## src/rtl/smmw_pkg.sv

```systemverilog
package smmw_pkg;
    typedef enum logic {
        LK_OPEN_ST   = 1'b0,
        LK_SEALED_ST = 1'b1
    } lock_state_t;

    localparam int BIT_GEN   = 3;
    localparam int BIT_LOCK  = 4;
    localparam int BIT_CLOSE = 5;
    localparam int BIT_OPEN  = 6;
    localparam logic [2:0] BASE_SEG_CODE = 3'b010;

    typedef struct packed {
        logic open;
        logic close;
        logic gen;
    } win_ctl_t;
endpackage

```

## src/rtl/smmw_lock_fsm.sv

```systemverilog
module smmw_lock_fsm
    import smmw_pkg::*;
(
    input  logic clk,
    input  logic rst_n,
    input  logic wr_en,
    input  logic wr_lock,
    output logic sealed
);
    lock_state_t state_q, state_d;

    always_ff @(posedge clk or negedge rst_n) begin
        if (!rst_n) state_q <= LK_OPEN_ST;
        else        state_q <= state_d;
    end

    always_comb begin
        state_d = state_q;
        unique case (state_q)
            LK_OPEN_ST:   if (wr_en && wr_lock) state_d = LK_SEALED_ST;
            LK_SEALED_ST: state_d = LK_SEALED_ST;
            default:      state_d = LK_OPEN_ST;
        endcase
    end

    always_comb begin
        sealed = (state_q == LK_SEALED_ST);
    end

    // once sealed, only reset leaves the state
    a_r8_lock_sticky: assert property (@(posedge clk) disable iff (!rst_n)
        (state_q == LK_SEALED_ST) |=> (state_q == LK_SEALED_ST));
endmodule

```

## src/rtl/smmw_cfg_reg.sv

```systemverilog
module smmw_cfg_reg
    import smmw_pkg::*;
(
    input  logic       clk,
    input  logic       rst_n,
    input  logic       wr_en,
    input  logic [7:0] wdata,
    input  logic       sealed,
    output win_ctl_t   ctl
);
    win_ctl_t ctl_q;

    always_ff @(posedge clk or negedge rst_n) begin
        if (!rst_n) begin
            ctl_q <= '0;
        end else if (wr_en) begin
            ctl_q.close <= wdata[BIT_CLOSE];
            if (!sealed) begin
                ctl_q.gen  <= wdata[BIT_GEN];
                ctl_q.open <= wdata[BIT_OPEN] & ~wdata[BIT_LOCK];
            end
        end
    end

    assign ctl = ctl_q;

    // a sealed register never shows open
    a_r6_sealed_not_open: assert property (@(posedge clk) disable iff (!rst_n)
        sealed |-> !ctl_q.open);
    // global enable frozen once sealed
    a_r7_gen_frozen: assert property (@(posedge clk) disable iff (!rst_n)
        sealed |=> $stable(ctl_q.gen));
endmodule

```

## src/rtl/smmw_decode.sv

```systemverilog
module smmw_decode
    import smmw_pkg::*;
#(
    parameter int ADDR_W = 32,
    parameter logic [ADDR_W-1:0] WIN_BASE = 'hA0000,
    parameter logic [ADDR_W-1:0] WIN_SIZE = 'h20000
) (
    input  logic              clk,
    input  logic              rst_n,
    input  logic [ADDR_W-1:0] addr,
    input  logic              smm,
    input  logic              code,
    input  win_ctl_t          ctl,
    input  logic              sealed,
    output logic              to_dram,
    output logic              to_fwd
);
    localparam logic [ADDR_W-1:0] WIN_LAST = WIN_BASE + WIN_SIZE - 1'b1;

    logic in_win, smm_ok, open_ok;

    always_comb begin
        in_win  = (addr >= WIN_BASE) && (addr <= WIN_LAST);
        smm_ok  = smm && !(ctl.close && !code);
        open_ok = ctl.open && !sealed;
        to_dram = in_win && ctl.gen && (smm_ok || open_ok);
        to_fwd  = !to_dram;
    end

    // disabled window never reaches DRAM
    a_r3_gen_gates: assert property (@(posedge clk) disable iff (!rst_n)
        !ctl.gen |-> !to_dram);
    // exactly one destination
    a_r9_one_dest: assert property (@(posedge clk) disable iff (!rst_n)
        $countones({to_dram, to_fwd}) == 1);
    // outside addresses never go to DRAM
    a_r10_outside_fwd: assert property (@(posedge clk) disable iff (!rst_n)
        ((addr < WIN_BASE) || (addr > WIN_LAST)) |-> !to_dram);
endmodule

```

## src/rtl/smmw_ctrl.sv

```systemverilog
module smmw_ctrl
    import smmw_pkg::*;
#(
    parameter int ADDR_W = 32,
    parameter logic [7:0] CFG_OFFSET = 8'h9D,
    parameter logic [ADDR_W-1:0] WIN_BASE = 'hA0000,
    parameter logic [ADDR_W-1:0] WIN_SIZE = 'h20000
) (
    input  logic              clk,
    input  logic              rst_n,
    input  logic [7:0]        cfg_addr,
    input  logic              cfg_wr,
    input  logic [7:0]        cfg_wdata,
    output logic [7:0]        cfg_rdata,
    input  logic [ADDR_W-1:0] acc_addr,
    input  logic              acc_smm,
    input  logic              acc_code,
    output logic              route_dram,
    output logic              route_fwd
);
    logic     hit, wr_en, sealed;
    win_ctl_t ctl;

    assign hit   = (cfg_addr == CFG_OFFSET);
    assign wr_en = cfg_wr && hit;

    smmw_lock_fsm u_lock (
        .clk     (clk),
        .rst_n   (rst_n),
        .wr_en   (wr_en),
        .wr_lock (cfg_wdata[BIT_LOCK]),
        .sealed  (sealed)
    );

    smmw_cfg_reg u_reg (
        .clk    (clk),
        .rst_n  (rst_n),
        .wr_en  (wr_en),
        .wdata  (cfg_wdata),
        .sealed (sealed),
        .ctl    (ctl)
    );

    smmw_decode #(
        .ADDR_W   (ADDR_W),
        .WIN_BASE (WIN_BASE),
        .WIN_SIZE (WIN_SIZE)
    ) u_dec (
        .clk     (clk),
        .rst_n   (rst_n),
        .addr    (acc_addr),
        .smm     (acc_smm),
        .code    (acc_code),
        .ctl     (ctl),
        .sealed  (sealed),
        .to_dram (route_dram),
        .to_fwd  (route_fwd)
    );

    always_comb begin
        if (hit) cfg_rdata = {1'b0, ctl.open, ctl.close, sealed, ctl.gen, BASE_SEG_CODE};
        else     cfg_rdata = 8'h00;
    end

    // fixed bits never change
    a_r2_fixed_bits: assert property (@(posedge clk) disable iff (!rst_n)
        hit |-> (cfg_rdata[2:0] == 3'b010 && !cfg_rdata[7]));
    // other offsets read as zero
    a_r11_other_zero: assert property (@(posedge clk) disable iff (!rst_n)
        !hit |-> (cfg_rdata == 8'h00));
endmodule

```

## config.mk

```make
export PLATFORM = sky130hd
export DESIGN_NAME = smmw_ctrl
export DESIGN_NICKNAME = d
export VERILOG_FILES = /design/src/rtl/smmw_pkg.sv /design/src/rtl/smmw_lock_fsm.sv /design/src/rtl/smmw_cfg_reg.sv /design/src/rtl/smmw_decode.sv /design/src/rtl/smmw_ctrl.sv
export SDC_FILE = /design/constraint.sdc
export NUM_CORES = 1
export LEC_CHECK = 0
export ABC_CLOCK_PERIOD_IN_PS = 3100
export CORE_MARGIN = 4
export CORE_UTILIZATION = 21
export CTS_BUF_LIST = sky130_fd_sc_hd__clkbuf_16
export CTS_CLUSTER_SIZE = 24
export DETAILED_ROUTE_END_ITERATION = 12
export GPL_TIMING_DRIVEN = 1
export PLACE_DENSITY = 0.83
export SYNTH_ARGS = -nofsm -noshare
export SYNTH_HDL_FRONTEND = slang
export SYNTH_SLANG_ARGS = --single-unit
```

## constraint.sdc

```tcl
create_clock -name clk -period 3.1 [get_ports clk]
set_input_delay 0.62 -clock clk [delete_from_list [all_inputs] [get_ports clk]]
set_output_delay 0.62 -clock clk [all_outputs]
set_load 0.02 [all_outputs]
```

==> impl_metrics.csv, run 1 <==
group,metric,value,unit
outcome,outcome,"finished clean",
route,wl_per_cell,13.0,um
clocking,insertion_delay,0.22,ns
power,pwr-share-seq,0.184,
min_path,hold_end,"u_reg.ctl[1]",
timing,tns,0,ns
grt,gr-total-overflow,0,
timing,rsz0062_at_grt,"no",
power,pwr-share-clk,0.641,
worst_setup_path,reg2reg_slack,1.87,ns
yosys,syn_area_per_cell,10.2,um^2
grt,antenna_found_initial,0,
floorplanning,num_rows,14,
final_layout,layout_common_cells,"clkdlybuf4s50_1, dfrtp_1",
timing,setup_viol,0,
route,first_pass_iters,1,
clocking,htree_levels,1,
timing,hold_viol_final,0,
route,drc,0,
floorplanning,coreArea,0.00152,mm^2
final_layout,n_antenna_cell,0,
placed_design,dp_cells,87,
worst_setup_path,worstSetupStartpoint,"acc_addr[19]",
clocking,cts_hold_buffers,0,
timing,skew,0.000291,ns
power,p_leak,0.314,nW
power,power_density,384,mW/mm^2
power,power.total,0.309,mW
placed_design,dp_hpwl,1.10,mm
worst_setup_path,start_kind,"input pin",
clocking,cts_resized,0,
yosys,ys_warn_count,0,
final_layout,fin_cells,90,
floorplanning,fp.dieW,48.6,um
clocking,cts_made_buffers,3,
power,power.internal,0.259,mW
route,ant_nets,0,
yosys,synth_top_cell_by_area,"dfrtp_1",
timing,finalMaxSlewViolations,0,
min_path,hp-class,"reg2reg",
final_layout,nNetsFinal,129,
yosys,synth_seq_area_share,0.290,
worst_setup_path,r2r-end,"u_reg.ctl[0]",
yosys,synth_area_leaders,"dfrtp_1, mux2_2, buf_4",
grt,grt_max_degree,5,
final_layout,syn2layout_area_growth,133,%
worst_setup_path,rr_startpoint,"u_lock.sealed",
timing,max_freq,0.344,GHz
floorplanning,dieHeight,48.6,um
power,p_sw,0.0497,mW
route,wl,1.17,mm
grt,grt_pass1_vias,456,
clocking,cts_root_buffer,"clkbuf_16",
floorplanning,die_area,0.00236,mm^2
worst_setup_path,arrival,2.29,ns
final_layout,drive_above_1_share,0.135,
final_layout,fillCellCount,139,
clocking,cts.sinks,4,
timing,period_needed,2.91,ns
worst_setup_path,critical_path_required,2.48,ns
floorplanning,io_pins,63,
power,combPwrFrac,0.175,
placed_design,io_buffers,38,
grt,grt_pass1_wl,1.92,mm
yosys,synth_cells,34,
worst_setup_path,cp_max_fo,2,
power,ir_drop,0.304,mV
placed_design,globalplace.congestion,0.713,
floorplanning,initial_core_util,0.227,
min_path,hold_path_startpoint,"u_reg.ctl[1]",
final_layout,layout_commonest_cell,"clkdlybuf4s50_1",
worst_setup_path,critPathKind,"in2out",
grt,grt.total_usage,0.106,
min_path,hold_depth,1,
yosys,yosys_register_bits,4,
worst_setup_path,end_kind,"primary output",
yosys,synth_area,345,um^2
yosys,yosysTopAreaCellShare,0.290,
timing,period_share,0.938,
route,drt_iter0_markers,0,
clocking,max-clock-path-buffers,2,
clocking,cts_tree,"built",
route,vias,388,
yosys,post_synth_num_cell_types,21,
clocking,path_clk_slew,0.03,ns
run,max_cap_viol_count,0,
power,switching_share,0.161,
clocking,post_cts_buffers,0,
route,vias_per_cell,4.31,
worst_setup_path,worstRegToRegCells,2,
## state kept, by name (all words and copies together), names as in the netlist
| register | count |
|---|---|
| u_lock.sealed | 1 |
| u_reg.ctl | 3 |
## cells by family (layout without fill, tap and decap cells)
family	after synthesis	in the layout	synth area share
compound gates	4	4	0.0724
buf+inv	6	44	0.109
flops	4	4	0.290
mux	3	3	0.0978
other cells	1	3	0.0109
simple gates	16	16	0.420
## per-stage QoR
stage               utilization  hold WS [ns]  setup slack (ns)  cell area [um^2]
detailed placement        0.479         0.505             0.194               731
global placement          0.479         0.494             0.234               731
global route              0.529         0.524            0.0505               806
finish                    0.529         0.503             0.192               806
CTS                       0.529         0.512             0.194               806
floorplan                     -         0.324              1.07               353
## critical path: stages
cell,delay (ns)
clkdlybuf4s50_1,0.45
nor4bb_1,0.29
nand4_1,0.16
a21oi_1,0.15
clkdlybuf4s50_1,0.62
## power groups by stage
stage / clock network, mW / registers [mW] / logic [mW]
after CTS: 0.203 / 0.0568 / 0.0545
final: 0.198 / 0.0567 / 0.0541
after floorplan: 0 / 0.0567 / 0.0151
after global placement: 0 / 0.0572 / 0.0531
after global routing: 0.208 / 0.0572 / 0.0583
after detailed placement: 0 / 0.0574 / 0.0543
## per-layer routing
layer	GRT usage	vias up	wire length [um]
li1	-	199	-
met1	0.0953	170	394
met2	0.200	15	684
met3	0.0307	4	65
met4	0.0673	0	29
met5	0	-	0
## synthesized netlist by cell type
library cell  number
nand4b_1           1
nor2b_1            1
nand4bb_4          1
a21o_1             2
nor2_1             1
nor4b_1            1
nor4_4             1
nor3_1             1
and2_1             3
inv_1              2
o21ai_0            1
nand4_1            1
buf_4              4
dfrtp_1            4
nand2b_1           1
nor3_2             1
mux2_2             3
nor4bb_1           1
nor4_1             2
conb_1             1
a21oi_1            1
## layout make-up
cell class | count | area [um^2] | area share
flip-flops and latches | 4 | 100 | 0.124
clock buffers | 3 | 75.1 | 0.0932
well taps | 16 | 20.0 | 0.0248
multi-input cells | 26 | 215 | 0.267
repair buffers | 39 | 388 | 0.481
inverters | 2 | 7.51 | 0.00932
## how the worst max path moves through the flow
stage                         endpoint  slack [ns]  depth (start not counted)
after floorplan           cfg_rdata[5]        1.07                          2
after global placement      route_dram        0.23                          5
after detailed placement    route_dram        0.19                          5
after CTS                   route_dram        0.19                          5
after global routing        route_dram        0.05                          5
final                       route_dram        0.19                          5
Power figures use the tool's default switching activity.
==> inputs of run 2 (changes only) <==
Settings changed: ABC_CLOCK_PERIOD_IN_PS 3100 to 3200, CORE_UTILIZATION 21 to 20, PLACE_DENSITY 0.83 to 0.8.
Clock period 3.1 ns to 3.2 ns, I/O delays scaled along.
==> run 2 against run 1 <==
Compared with the run above:
- sequential power decreased by 3%
- power down 2.5%
- core utilization decreased by 1.8 points
- die area grew 4.2%
- critical path depth unchanged
- critical endpoint unchanged
- largest cell class unchanged
- worst setup slack improved by 0.041 ns
- final area unchanged
- critical path type unchanged
==> impl_metrics.csv, run 2 (same netlist as run 1, synthesis figures left out) <==
group,metric,value,unit
route,drt_iter0_markers,1,
final_layout,nNetsFinal,129,
worst_setup_path,rr_startpoint,"u_lock.sealed",
worst_setup_path,critPathKind,"in2out",
worst_setup_path,slowest_delay,0.62,ns
worst_setup_path,path_cells,"clkdlybuf4s50_1 -> nor4bb_1 -> nand4_1 -> a21oi_1 -> clkdlybuf4s50_1",
final_layout,layout_common_cells,"clkdlybuf4s50_1, dfrtp_1",
placed_design,globalplace.congestion,0.740,
final_layout,drive_above_1_share,0.135,
route,wl_per_cell,12.6,um
floorplanning,die_area,0.00246,mm^2
outcome,outcome,"finished clean",
route,vias,401,
clocking,cts_resized,0,
floorplanning,initial_core_util,0.219,
floorplanning,num_rows,14,
final_layout,layout_commonest_cell,"clkdlybuf4s50_1",
floorplanning,io_pins,63,
route,first_pass_iters,4,
final_layout,fillCellCount,133,
grt,grt.total_usage,0.0986,
power,p_leak,0.314,nW
timing,hold_viol_final,0,
route,ant_nets,0,
worst_setup_path,start_kind,"input pin",
clocking,path_clk_slew,0.03,ns
grt,grt_max_degree,5,
power,combPwrFrac,0.174,
final_layout,fin_area,806,um^2
final_layout,multi_input_area,215,um^2
clocking,cts_hold_buffers,0,
worst_setup_path,crit_family,"buffers and inverters",
clocking,insertion_delay,0.22,ns
final_layout,syn2layout_area_growth,133,%
worst_setup_path,crit_path_frequent_cell,"clkdlybuf4s50_1",
worst_setup_path,critical_path_required,2.56,ns
timing,max_freq,0.337,GHz
power,ir_drop,0.241,mV
clocking,htree_levels,1,
clocking,cts_root_buffer,"clkbuf_16",
grt,antenna_found_initial,0,
clocking,cts_tree,"built",
placed_design,dp_cells,87,
clocking,max-clock-path-buffers,2,
timing,period_share,0.927,
worst_setup_path,worstSetupStartpoint,"acc_addr[19]",
clocking,cts.sinks,4,
grt,grt_pass1_wl,1.75,mm
route,vias_per_cell,4.46,
floorplanning,coreArea,0.00158,mm^2
worst_setup_path,cp_max_fo,2,
placed_design,dp_hpwl,1.06,mm
floorplanning,fp.dieW,49.6,um
timing,tns,0,ns
min_path,hold_path_startpoint,"u_reg.ctl[1]",
worst_setup_path,end_kind,"primary output",
route,drc,0,
worst_setup_path,arrival,2.33,ns
timing,rsz0062_at_grt,"no",
final_layout,n_antenna_cell,0,
grt,grt_pass1_vias,382,
min_path,hp-class,"reg2reg",
power,pwr-share-seq,0.182,
timing,skew,0.00108,ns
final_layout,seqCellArea,100,um^2
timing,period_needed,2.97,ns
clocking,post_cts_buffers,0,
run,max_cap_viol_count,0,
route,wl,1.14,mm
placed_design,io_buffers,38,
power,p_sw,0.0499,mW
timing,finalMaxSlewViolations,0,
power,switching_share,0.166,
clocking,cts_made_buffers,3,
placed_design,dpl_cell_area,731,um^2
worst_setup_path,cp_num_buf_inv,2,
timing,setup_viol,0,
worst_setup_path,critPathSlowestCell,"clkdlybuf4s50_1",
power,power_density,374,mW/mm^2
power,power.internal,0.251,mW
final_layout,largest_reg_flops,3,
floorplanning,dieHeight,49.6,um
grt,gr-total-overflow,0,
final_layout,fin_cells,90,
power,pwr-share-clk,0.644,
run 2: final timing paths:
kind	slack, ns	cells past startpoint	to
worst min register to register	0.51	1	u_reg.ctl[1]
worst max-delay path	0.23	5	route_dram
max in group asynchronous	2.41	1	u_reg.ctl[2]
min in group asynchronous	0.62	1	u_lock.sealed
worst max register to register	1.96	2	u_reg.ctl[0]
worst min-delay path	0.51	1	u_reg.ctl[1]
run 2: final cells by class:
cell class	instances	share of cell area
inverter	2	0.00932
multi-input combinational	26	0.267
sequential	4	0.124
clock buffer	3	0.0932
timing repair buffer	39	0.481
tap	16	0.0248
run 2: worst register-to-register path: stages, from the launching register on:
cell	delay, ns
dfrtp_1	0.42
nor4_4	0.34
mux2_2	0.37
run 2: power by group through the flow:
stage / combinational [mW] / sequential, mW / clock (mW)
CTS: 0.0527 / 0.0551 / 0.197
global placement: 0.0516 / 0.0554 / 0
detailed placement: 0.0526 / 0.0556 / 0
floorplan: 0.0146 / 0.0550 / 0
finish: 0.0523 / 0.0549 / 0.194
global route: 0.0556 / 0.0553 / 0.202
run 2: metal layers:
| layer | up-vias | wire (um) | global-route usage |
|---|---|---|---|
| met5 | - | 0 | 0 |
| met4 | 0 | 48 | 0.0876 |
| met3 | 5 | 109 | 0.0512 |
| met2 | 23 | 572 | 0.152 |
| met1 | 175 | 404 | 0.0949 |
| li1 | 198 | - | - |
run 2: through the flow:
step	hold WS, ns	setup slack (ns)	total power, mW	utilization
6_report	0.506	0.233	0.301	0.511
5_1_grt	0.532	0.139	0.313	0.511
4_1_cts	0.512	0.218	0.305	0.511
3_5_place_dp	0.505	0.218	0.108	0.463
3_3_place_gp	0.498	0.288	0.107	0.463
2_1_floorplan	0.344	1.13	0.0696	-
